==> src/rtl/mc8_pkg.sv <==
package mc8_pkg;
  localparam int DW   = 8;
  localparam int AW   = 8;
  localparam int NREG = 4;
  localparam int RW   = $clog2(NREG);

  typedef enum logic [3:0] {
    S_F1, S_F2, S_F3, S_X1, S_X2, S_MR1, S_MR2, S_CS,
    S_IND1, S_IND2, S_LDF, S_JF, S_STW, S_SK1, S_SK2
  } state_t;

  typedef enum logic [1:0] {BUS_SH, BUS_ALU, BUS_PC, BUS_MBR} bus_sel_t;

  typedef enum logic [1:0] {MK_LOAD, MK_STORE, MK_JUMP, MK_CALL} mkind_t;

  typedef struct packed {
    logic     mar_ld;
    logic     mbr_ld;
    logic     pc_inc;
    logic     pc_ld;
    logic     ir_ld;
    logic     ab_ld;
    logic     reg_we;
    logic     flag_we;
    logic     mem_we;
    bus_sel_t bus_sel;
  } ctl_t;

  localparam logic [3:0] OP_CMP = 4'h4;

  function automatic logic is_two(input logic [DW-1:0] ins);
    return ~ins[7];
  endfunction
  function automatic logic is_one(input logic [DW-1:0] ins);
    return ins[7:5] == 3'b100;
  endfunction
  function automatic logic is_ret(input logic [DW-1:0] ins);
    return ins[7:3] == 5'b10100;
  endfunction
  function automatic logic is_skip(input logic [DW-1:0] ins);
    return ins[7:3] == 5'b10101;
  endfunction
  function automatic logic is_mem(input logic [DW-1:0] ins);
    return ins[7:6] == 2'b11;
  endfunction

  // unified operation code: two-address ops 0..7, one-address ops 8..15
  function automatic logic [3:0] exec_op(input logic [DW-1:0] ins);
    return ins[7] ? {1'b1, ins[4:2]} : {1'b0, ins[6:4]};
  endfunction

  // returns {carry, result}
  function automatic logic [DW:0] alu_fn(input logic [3:0] op,
                                        input logic [DW-1:0] a,
                                        input logic [DW-1:0] b,
                                        input logic cin);
    logic [DW:0] ea, eb, one, ec;
    ea  = {1'b0, a};
    eb  = {1'b0, b};
    one = {{DW{1'b0}}, 1'b1};
    ec  = {{DW{1'b0}}, cin};
    case (op)
      4'h0:       return eb;
      4'h1:       return ea + eb;
      4'h2:       return ea + eb + ec;
      4'h3, 4'h4: return ea - eb;
      4'h5:       return {1'b0, a & b};
      4'h6:       return {1'b0, a | b};
      4'h7:       return {1'b0, a ^ b};
      4'h8:       return ea + one;
      4'h9:       return ea - one;
      4'hA:       return '0;
      4'hB:       return {1'b0, ~a};
      default:    return ea;
    endcase
  endfunction

  // returns {carry, result}; pass gives A unchanged
  function automatic logic [DW:0] sh_fn(input logic [1:0] kind,
                                       input logic pass,
                                       input logic [DW-1:0] a,
                                       input logic cin);
    if (pass) return {1'b0, a};
    case (kind)
      2'd0:    return {a[0], a[DW-1], a[DW-1:1]};
      2'd1:    return {a[0], 1'b0, a[DW-1:1]};
      2'd2:    return {a[DW-1], a[DW-2:0], 1'b0};
      default: return {a[DW-1], a[DW-2:0], cin};
    endcase
  endfunction

  function automatic logic skip_true(input logic [1:0] cc, input logic c,
                                     input logic n);
    case (cc)
      2'd0:    return 1'b1;
      2'd1:    return c;
      2'd2:    return ~c;
      default: return n;
    endcase
  endfunction
endpackage

==> src/rtl/mc8_alu.sv <==
module mc8_alu
  import mc8_pkg::*;
(
  input  logic [3:0]    op,
  input  logic [1:0]    sh_kind,
  input  logic          sh_pass,
  input  logic [DW-1:0] a,
  input  logic [DW-1:0] b,
  input  logic          cin,
  output logic [DW-1:0] alu_out,
  output logic          alu_c,
  output logic [DW-1:0] sh_out,
  output logic          sh_c
);
  logic [DW:0] alu_w, sh_w;

  always_comb begin
    alu_w = alu_fn(op, a, b, cin);
    sh_w  = sh_fn(sh_kind, sh_pass, a, cin);
  end

  assign alu_out = alu_w[DW-1:0];
  assign alu_c   = alu_w[DW];
  assign sh_out  = sh_w[DW-1:0];
  assign sh_c    = sh_w[DW];
endmodule

==> src/rtl/mc8_regfile.sv <==
module mc8_regfile
  import mc8_pkg::*;
(
  input  logic               clk,
  input  logic               rst_n,
  input  logic               we,
  input  logic [RW-1:0]      wsel,
  input  logic [DW-1:0]      wdata,
  input  logic [RW-1:0]      rsel_a,
  input  logic [RW-1:0]      rsel_b,
  output logic [DW-1:0]      rdata_a,
  output logic [DW-1:0]      rdata_b,
  output logic [NREG*DW-1:0] flat
);
  logic [DW-1:0] regs [NREG];

  for (genvar g = 0; g < NREG; g++) begin : g_reg
    always_ff @(posedge clk or negedge rst_n) begin
      if (!rst_n)                           regs[g] <= '0;
      else if (we && wsel == RW'(g))        regs[g] <= wdata;
    end
    assign flat[g*DW +: DW] = regs[g];
  end

  assign rdata_a = regs[rsel_a];
  assign rdata_b = regs[rsel_b];
endmodule

==> src/rtl/mc8_mem.sv <==
module mc8_mem
  import mc8_pkg::*;
#(
  parameter int                     DEPTH = 2**AW,
  parameter logic [DEPTH*DW-1:0]    INIT  = '0
) (
  input  logic          clk,
  input  logic          rst_n,
  input  logic          we,
  input  logic [AW-1:0] addr,
  input  logic [DW-1:0] wdata,
  output logic [DW-1:0] rdata
);
  logic [DW-1:0] cells [DEPTH];

  always_ff @(posedge clk or negedge rst_n) begin
    if (!rst_n) begin
      for (int i = 0; i < DEPTH; i++) cells[i] <= INIT[i*DW +: DW];
    end else if (we) begin
      cells[addr] <= wdata;
    end
  end

  assign rdata = cells[addr];

  // a write is visible at the same address one cycle later
  a_r7_write_visible: assert property (@(posedge clk) disable iff (!rst_n)
    we |=> (addr != $past(addr)) || (rdata == $past(wdata)));
endmodule

==> src/rtl/mc8_ctrl.sv <==
module mc8_ctrl
  import mc8_pkg::*;
(
  input  logic          clk,
  input  logic          rst_n,
  input  logic [DW-1:0] mbr,
  input  logic [DW-1:0] ir,
  input  logic          carry,
  input  logic          neg,
  output state_t        state,
  output ctl_t          ctl
);
  state_t    nxt;
  logic [1:0] cnt, cnt_nxt;
  mkind_t    kind;
  logic [1:0] mode;
  state_t    fin;
  logic      is_store;

  assign kind     = mkind_t'(ir[5:4]);
  assign mode     = ir[3:2];
  assign is_store = (kind == MK_STORE);
  assign fin      = (kind == MK_LOAD) ? S_LDF : S_JF;

  always_comb begin
    ctl     = '0;
    nxt     = S_F1;
    cnt_nxt = cnt;
    case (state)
      S_F1: begin
        ctl.bus_sel = BUS_PC;
        ctl.mar_ld  = 1'b1;
        nxt         = S_F2;
      end
      S_F2: begin
        ctl.mbr_ld = 1'b1;
        ctl.pc_inc = 1'b1;
        nxt        = S_F3;
      end
      S_F3: begin
        ctl.ir_ld = 1'b1;
        if (is_two(mbr) || is_one(mbr) || is_ret(mbr)) nxt = S_X1;
        else if (is_skip(mbr))                         nxt = S_SK1;
        else if (is_mem(mbr))                          nxt = S_MR1;
        else                                           nxt = S_F1;
      end
      S_X1: begin
        ctl.ab_ld = 1'b1;
        nxt       = S_X2;
      end
      S_X2: begin
        if (is_ret(ir)) begin
          ctl.bus_sel = BUS_SH;
          ctl.pc_ld   = 1'b1;
        end else begin
          ctl.bus_sel = (is_one(ir) && ir[4]) ? BUS_SH : BUS_ALU;
          ctl.flag_we = 1'b1;
          ctl.reg_we  = ~(is_two(ir) && exec_op(ir) == OP_CMP);
        end
      end
      S_MR1: begin
        ctl.bus_sel = BUS_PC;
        ctl.mar_ld  = 1'b1;
        ctl.ab_ld   = 1'b1;
        nxt         = (is_store && mode == 2'd0) ? S_STW : S_MR2;
      end
      S_MR2: begin
        ctl.mbr_ld = 1'b1;
        ctl.pc_inc = 1'b1;
        cnt_nxt    = mode;
        if (kind == MK_CALL)   nxt = S_CS;
        else if (mode == 2'd0) nxt = fin;
        else                   nxt = S_IND1;
      end
      S_CS: begin
        ctl.bus_sel = BUS_PC;
        ctl.reg_we  = 1'b1;
        nxt         = (cnt == 2'd0) ? S_JF : S_IND1;
      end
      S_IND1: begin
        ctl.bus_sel = BUS_MBR;
        ctl.mar_ld  = 1'b1;
        nxt         = (is_store && cnt == 2'd1) ? S_STW : S_IND2;
      end
      S_IND2: begin
        ctl.mbr_ld = 1'b1;
        cnt_nxt    = cnt - 2'd1;
        nxt        = (!is_store && cnt == 2'd1) ? fin : S_IND1;
      end
      S_LDF: begin
        ctl.bus_sel = BUS_MBR;
        ctl.reg_we  = 1'b1;
      end
      S_JF: begin
        ctl.bus_sel = BUS_MBR;
        ctl.pc_ld   = 1'b1;
      end
      S_STW: begin
        ctl.bus_sel = BUS_SH;
        ctl.mem_we  = 1'b1;
        ctl.pc_inc  = (mode == 2'd0);
      end
      S_SK1: begin
        if (skip_true(ir[1:0], carry, neg)) begin
          ctl.pc_inc = 1'b1;
          nxt        = S_SK2;
        end
      end
      S_SK2: ctl.pc_inc = 1'b1;
      default: nxt = S_F1;
    endcase
  end

  always_ff @(posedge clk or negedge rst_n) begin
    if (!rst_n) begin
      state <= S_F1;
      cnt   <= '0;
    end else begin
      state <= nxt;
      cnt   <= cnt_nxt;
    end
  end

  a_r1_f1_then_f2: assert property (@(posedge clk) disable iff (!rst_n)
    state == S_F1 |=> state == S_F2);
  a_r1_f2_then_f3: assert property (@(posedge clk) disable iff (!rst_n)
    state == S_F2 |=> state == S_F3);
  a_r10_skip_ends: assert property (@(posedge clk) disable iff (!rst_n)
    state == S_SK2 |=> state == S_F1);
endmodule

==> src/rtl/mc8_core.sv <==
module mc8_core
  import mc8_pkg::*;
#(
  parameter int                        MEM_DEPTH = 2**AW,
  parameter logic [MEM_DEPTH*DW-1:0]   MEM_INIT  = '0
) (
  input  logic               clk,
  input  logic               rst_n,
  output logic [DW-1:0]      dbg_pc,
  output logic [DW-1:0]      dbg_ir,
  output logic [NREG*DW-1:0] dbg_regs,
  output logic               dbg_carry,
  output logic               dbg_neg,
  output logic               dbg_fetch
);
  logic [AW-1:0] pc, mar;
  logic [DW-1:0] mbr, ir, a_q, b_q, bus, mem_q;
  logic          c_q, n_q;
  state_t        state;
  ctl_t          ctl;

  logic [DW-1:0] rd_a, rd_b, alu_out, sh_out;
  logic          alu_c, sh_c, use_sh;
  logic [RW-1:0] sel_a;

  // named internal events for checking
  logic          ev_cmp_exec, ev_ret_exec;

  mc8_ctrl u_ctrl (
    .clk, .rst_n, .mbr, .ir, .carry(c_q), .neg(n_q), .state, .ctl
  );

  assign sel_a  = is_two(ir) ? ir[3:2] : ir[1:0];
  assign use_sh = is_one(ir) && ir[4];

  mc8_regfile u_rf (
    .clk, .rst_n,
    .we(ctl.reg_we), .wsel(sel_a), .wdata(bus),
    .rsel_a(sel_a), .rsel_b(ir[1:0]),
    .rdata_a(rd_a), .rdata_b(rd_b), .flat(dbg_regs)
  );

  mc8_alu u_alu (
    .op(exec_op(ir)), .sh_kind(ir[3:2]), .sh_pass(~use_sh),
    .a(a_q), .b(b_q), .cin(c_q),
    .alu_out, .alu_c, .sh_out, .sh_c
  );

  mc8_mem #(.DEPTH(MEM_DEPTH), .INIT(MEM_INIT)) u_mem (
    .clk, .rst_n, .we(ctl.mem_we), .addr(mar), .wdata(bus), .rdata(mem_q)
  );

  always_comb begin
    case (ctl.bus_sel)
      BUS_SH:  bus = sh_out;
      BUS_ALU: bus = alu_out;
      BUS_PC:  bus = pc;
      default: bus = mbr;
    endcase
  end

  always_ff @(posedge clk or negedge rst_n) begin
    if (!rst_n) begin
      pc  <= '0;
      mar <= '0;
      mbr <= '0;
      ir  <= '0;
      a_q <= '0;
      b_q <= '0;
      c_q <= 1'b0;
      n_q <= 1'b0;
    end else begin
      if (ctl.pc_ld)       pc <= bus;
      else if (ctl.pc_inc) pc <= pc + AW'(1);
      if (ctl.mar_ld)  mar <= bus;
      if (ctl.mbr_ld)  mbr <= mem_q;
      if (ctl.ir_ld)   ir  <= mbr;
      if (ctl.ab_ld) begin
        a_q <= rd_a;
        b_q <= rd_b;
      end
      if (ctl.flag_we) begin
        c_q <= use_sh ? sh_c : alu_c;
        n_q <= bus[DW-1];
      end
    end
  end

  assign dbg_pc    = pc;
  assign dbg_ir    = ir;
  assign dbg_carry = c_q;
  assign dbg_neg   = n_q;
  assign dbg_fetch = (state == S_F1);

  assign ev_cmp_exec = (state == S_X2) && is_two(ir) && exec_op(ir) == OP_CMP;
  assign ev_ret_exec = (state == S_X2) && is_ret(ir);

  a_r1_pc_step: assert property (@(posedge clk) disable iff (!rst_n)
    state == S_F2 |=> pc == $past(pc) + AW'(1));
  a_r3_cmp_keeps_regs: assert property (@(posedge clk) disable iff (!rst_n)
    ev_cmp_exec |=> $stable(dbg_regs));
  a_r5_return_pc: assert property (@(posedge clk) disable iff (!rst_n)
    ev_ret_exec |=> pc == $past(a_q));
  a_r10_skip_two: assert property (@(posedge clk) disable iff (!rst_n)
    state == S_SK2 |=> pc == $past(pc, 2) + AW'(2));
endmodule

==> config.mk <==
export PLATFORM = sky130hd
export DESIGN_NAME = mc8_core
export DESIGN_NICKNAME = d
export VERILOG_FILES = /design/src/rtl/mc8_pkg.sv /design/src/rtl/mc8_alu.sv /design/src/rtl/mc8_regfile.sv /design/src/rtl/mc8_mem.sv /design/src/rtl/mc8_ctrl.sv /design/src/rtl/mc8_core.sv
export SDC_FILE = /design/constraint.sdc
export NUM_CORES = 2
export LEC_CHECK = 0
export BUFFER_PORTS_ARGS = -buffer_cell sky130_fd_sc_hd__buf_2
export CORE_MARGIN = 5
export CORE_UTILIZATION = 30
export DETAILED_ROUTE_END_ITERATION = 10
export PLACE_DENSITY = 0.51
export SYNTH_ARGS = -nofsm -noshare
export SYNTH_HDL_FRONTEND = slang
export SYNTH_SLANG_ARGS = --single-unit
==> constraint.sdc <==
create_clock -name clk -period 4.5 [get_ports clk]
set_input_delay 0.45 -clock clk [delete_from_list [all_inputs] [get_ports clk]]
set_output_delay 0.45 -clock clk [all_outputs]
set_load 0.02 [all_outputs]
==> results.md <==
- Yosys top cell by area: dfrtp_1
- Placed cell areas: about 0.10 mm^2
- Final Cell Area: 0.110 mm^2
- Synth top area cells: dfrtp_1, mux4_2, o21ai_0, nand2_1, mux2_2
- Drt wl/cell: 23.1 um
- Number of global-route vias before repair: about 66000
- Worst-path fanout max: 33
- CTS tree: done
- Synth Flop Type: dfrtp_1
- DRC: 0
- Final wirelength: 296 mm
- Power per Cell Area: roughly 350 mW/mm^2
- Leak Pwr: roughly 47 nW
- Antenna-violating nets left: 0
- Critical Path AT: between 5 and 6 ns
- Sequential cell area fraction in the yosys report: 0.555
- Ports: 53
- Status: complete, no violations
- Clock latency on the worst-skew pair: about 0.9 ns
- Max-slew headroom at the worst pin: 0.152
- Layout cells sized above 1: 0.203
- First-pass GRT wire length: 450 mm
- Total GRT Usage: 0.176
- Htree depth: 4
- CTS root buf: clkbuf_16
- Router iterations before antenna repair: 5
- Nets: 8352
- Full die area: 0.333 mm^2
- Fin util: 0.342
- R2r worst-path depth: 7
- Period Utilization, post-route: 0.946
- Core footprint: 0.321 mm^2
- Grt ovf: 0
- Initial DRC count: 6025
- Most instantiated library cell after synthesis: dfrtp_1
- Clock Path Buffers: 4
- Yosys reg bits: 2136
- Vias: 66500
- RSZ-0062 raised after global routing: false
- Initial antenna violation count: 16
- Chip width: 577 um
- Number of buffers created by CTS: between 200 and 250
- Post-Synthesis Cells: 8494
- Worst-Margin Slew: 1.24 ns
- Area share of the largest cell type after synthesis: 0.555
- Post-Synthesis Cell Area: 0.0964 mm^2
- Clk_skew: 0.0974 ns
- Post-DP HPWL: roughly 190 mm
- Peak supply drop: 0.000311 V
- Filler cell count: 31900
- Synth Net Count: 8528
- Required time worst endpoint: 5.26 ns
- CP Capture Type: flop
- RD Place Congestion: 0.850
- Post-DR vias/cell: roughly 5.2
- Area growth, synth to finish: 13.8%
- Synth cell types: 85
- Hold violation count in the final report: 0
- Clock Pin Slew Worst Setup and Hold Paths: 0.06 ns
- Setup tns final: 0 ns
- HP Class: in -> async
- Worst Path Class, Setup: reg -> reg
- Synth top cells by count: dfrtp_1, nand2_1, o21ai_0
- Syn Area/Cell: roughly 11 um^2
- Max Cap Violations: 0
- Setup crit start kind: flop
- Max Slew Vio Count: 0
- PortBufs: 52
- Final Critical Period: around 4.3 ns
- Number of synthesized flops with an enable pin: 0
- FFs w/ async S/R, synth: 1.00
- DIE HEIGHT: ~580 um
- Post_cts resized: 0
- Pin count of the biggest net entering global routing: 163
- Syn. warnings: 0
- Final Power: about 39 mW
- Initial core utilization: 0.301
- # setup viols final: 0
- Fmax: approximately 230 MHz
- Row cnt: 208
- CTS Sinks: 2136
[power by group]
group	total [mW]	switching (mW)	internal (mW)
Sequential	19.2	0	19.2
Clock	19.2	7.95	11.2
Combinational	0.437	0.392	0.0451
[worst paths after layout]
check / start / end / slack, ns
max reg2reg: mar[0]$_DFFE_PN0P_ / mbr[5]$_DFFE_PN0P_ / 0.24
min in group clk: u_mem.cells[685]$_DFFE_PN0P_ / u_mem.cells[685]$_DFFE_PN0P_ / 0.47
max in group asynchronous: rst_n / u_mem.cells[1128]$_DFFE_PN0P_ / 2.77
min reg2reg: u_mem.cells[685]$_DFFE_PN0P_ / u_mem.cells[685]$_DFFE_PN0P_ / 0.47
min: rst_n / u_mem.cells[1913]$_DFFE_PN0P_ / 0.08
max: mar[0]$_DFFE_PN0P_ / mbr[5]$_DFFE_PN0P_ / 0.24
[worst max-delay path, stage by stage, from the launching register on]
cell	delay [ns]
dfrtp_4	0.83
buf_4	0.42
buf_12	0.33
mux4_2	0.58
mux4_2	0.55
a22oi_1	0.51
nand4_1	0.38
o32a_1	0.44
[metrics by stage]
stage                     hold slack, ns  setup WS (ns)  std cells
after floorplan                    0.154          0.268       8494
after global placement             0.436          0.256      12400
after detailed placement           0.436          0.291      12400
after CTS                         0.0852          0.276      12800
after global routing               0.101          0.148      12800
final                             0.0765          0.242      12800
[sequential cells by signal, summed over array words and instances, names as in the netlist]
signal,cells
dbg_ir,8
dbg_carry,1
mar,8
dbg_pc,8
u_ctrl.cnt,2
u_rf.flat,32
b_q,8
dbg_neg,1
u_ctrl.state,4
a_q,8
u_mem.cells,2048
mbr,8
[per-layer routing]
metal | vias up | track usage | part of all wire
li1 | 29600 | - | -
met1 | 34400 | 0.253 | 0.45
met2 | 1941 | 0.274 | 0.46
met3 | 480 | 0.0286 | 0.059
met4 | 6 | 0.0573 | 0.034
met5 | - | 0 | 0.00014
[cell type report]
class / count / area (um^2) / share of cell area
repair buffers: 326 / 3240 / 0.0295
well taps: 4305 / 5390 / 0.0491
multi-input cells: 5568 / 39800 / 0.363
diodes: 2 / 5.00 / 0.0000456
inverters: 55 / 206 / 0.00188
clock buffers: 341 / 6820 / 0.0622
clock inverters: 63 / 781 / 0.00712
flip-flops and latches: 2136 / 53500 / 0.487
[kinds of logic (layout without fill, tap and decap cells)]
logic type               after synthesis  after routing  synth area share
AO/OA/AOI/OAI                       2143           2143             0.122
buffers and inverters                790            785            0.0342
adder cells (fa/ha/maj)               32             32           0.00431
AND/OR/NAND/NOR                     2403           2403            0.0983
other                                  0              2                 0
XOR/XNOR                              11             11           0.00100
multiplexers                         979            979             0.186
flip-flops                          2136           2136             0.555
[layout by cell type, fill, tap and decap left out, types with 10 or more instances in the layout]
master / n
a211oi_1: 15
a21oi_1: 59
a22o_1: 20
a22oi_1: 38
a31oi_1: 15
and2_1: 10
and3_1: 16
buf_12: 73
buf_2: 51
buf_4: 201
bufinv_16: 14
clkbuf_1: 47
clkbuf_16: 231
clkbuf_8: 63
clkinv_2: 36
dfrtp_1: 2131
ha_1: 30
inv_1: 55
mux2_2: 268
mux2i_1: 91
mux4_2: 619
nand2_1: 2130
nand2b_1: 19
nand3_1: 31
nor2_1: 87
nor2b_1: 12
nor3_1: 24
nor3_2: 12
o21ai_0: 1696
o21ai_1: 75
o21ai_2: 100
o221ai_1: 11
o22ai_1: 18
[timing repair]
item,in CTS,in global routing
endpoints found under the hold margin,68,0
buffers inserted,0,0
hold buffers,1,0
No activity file was read; power rests on OpenSTA's default activity.
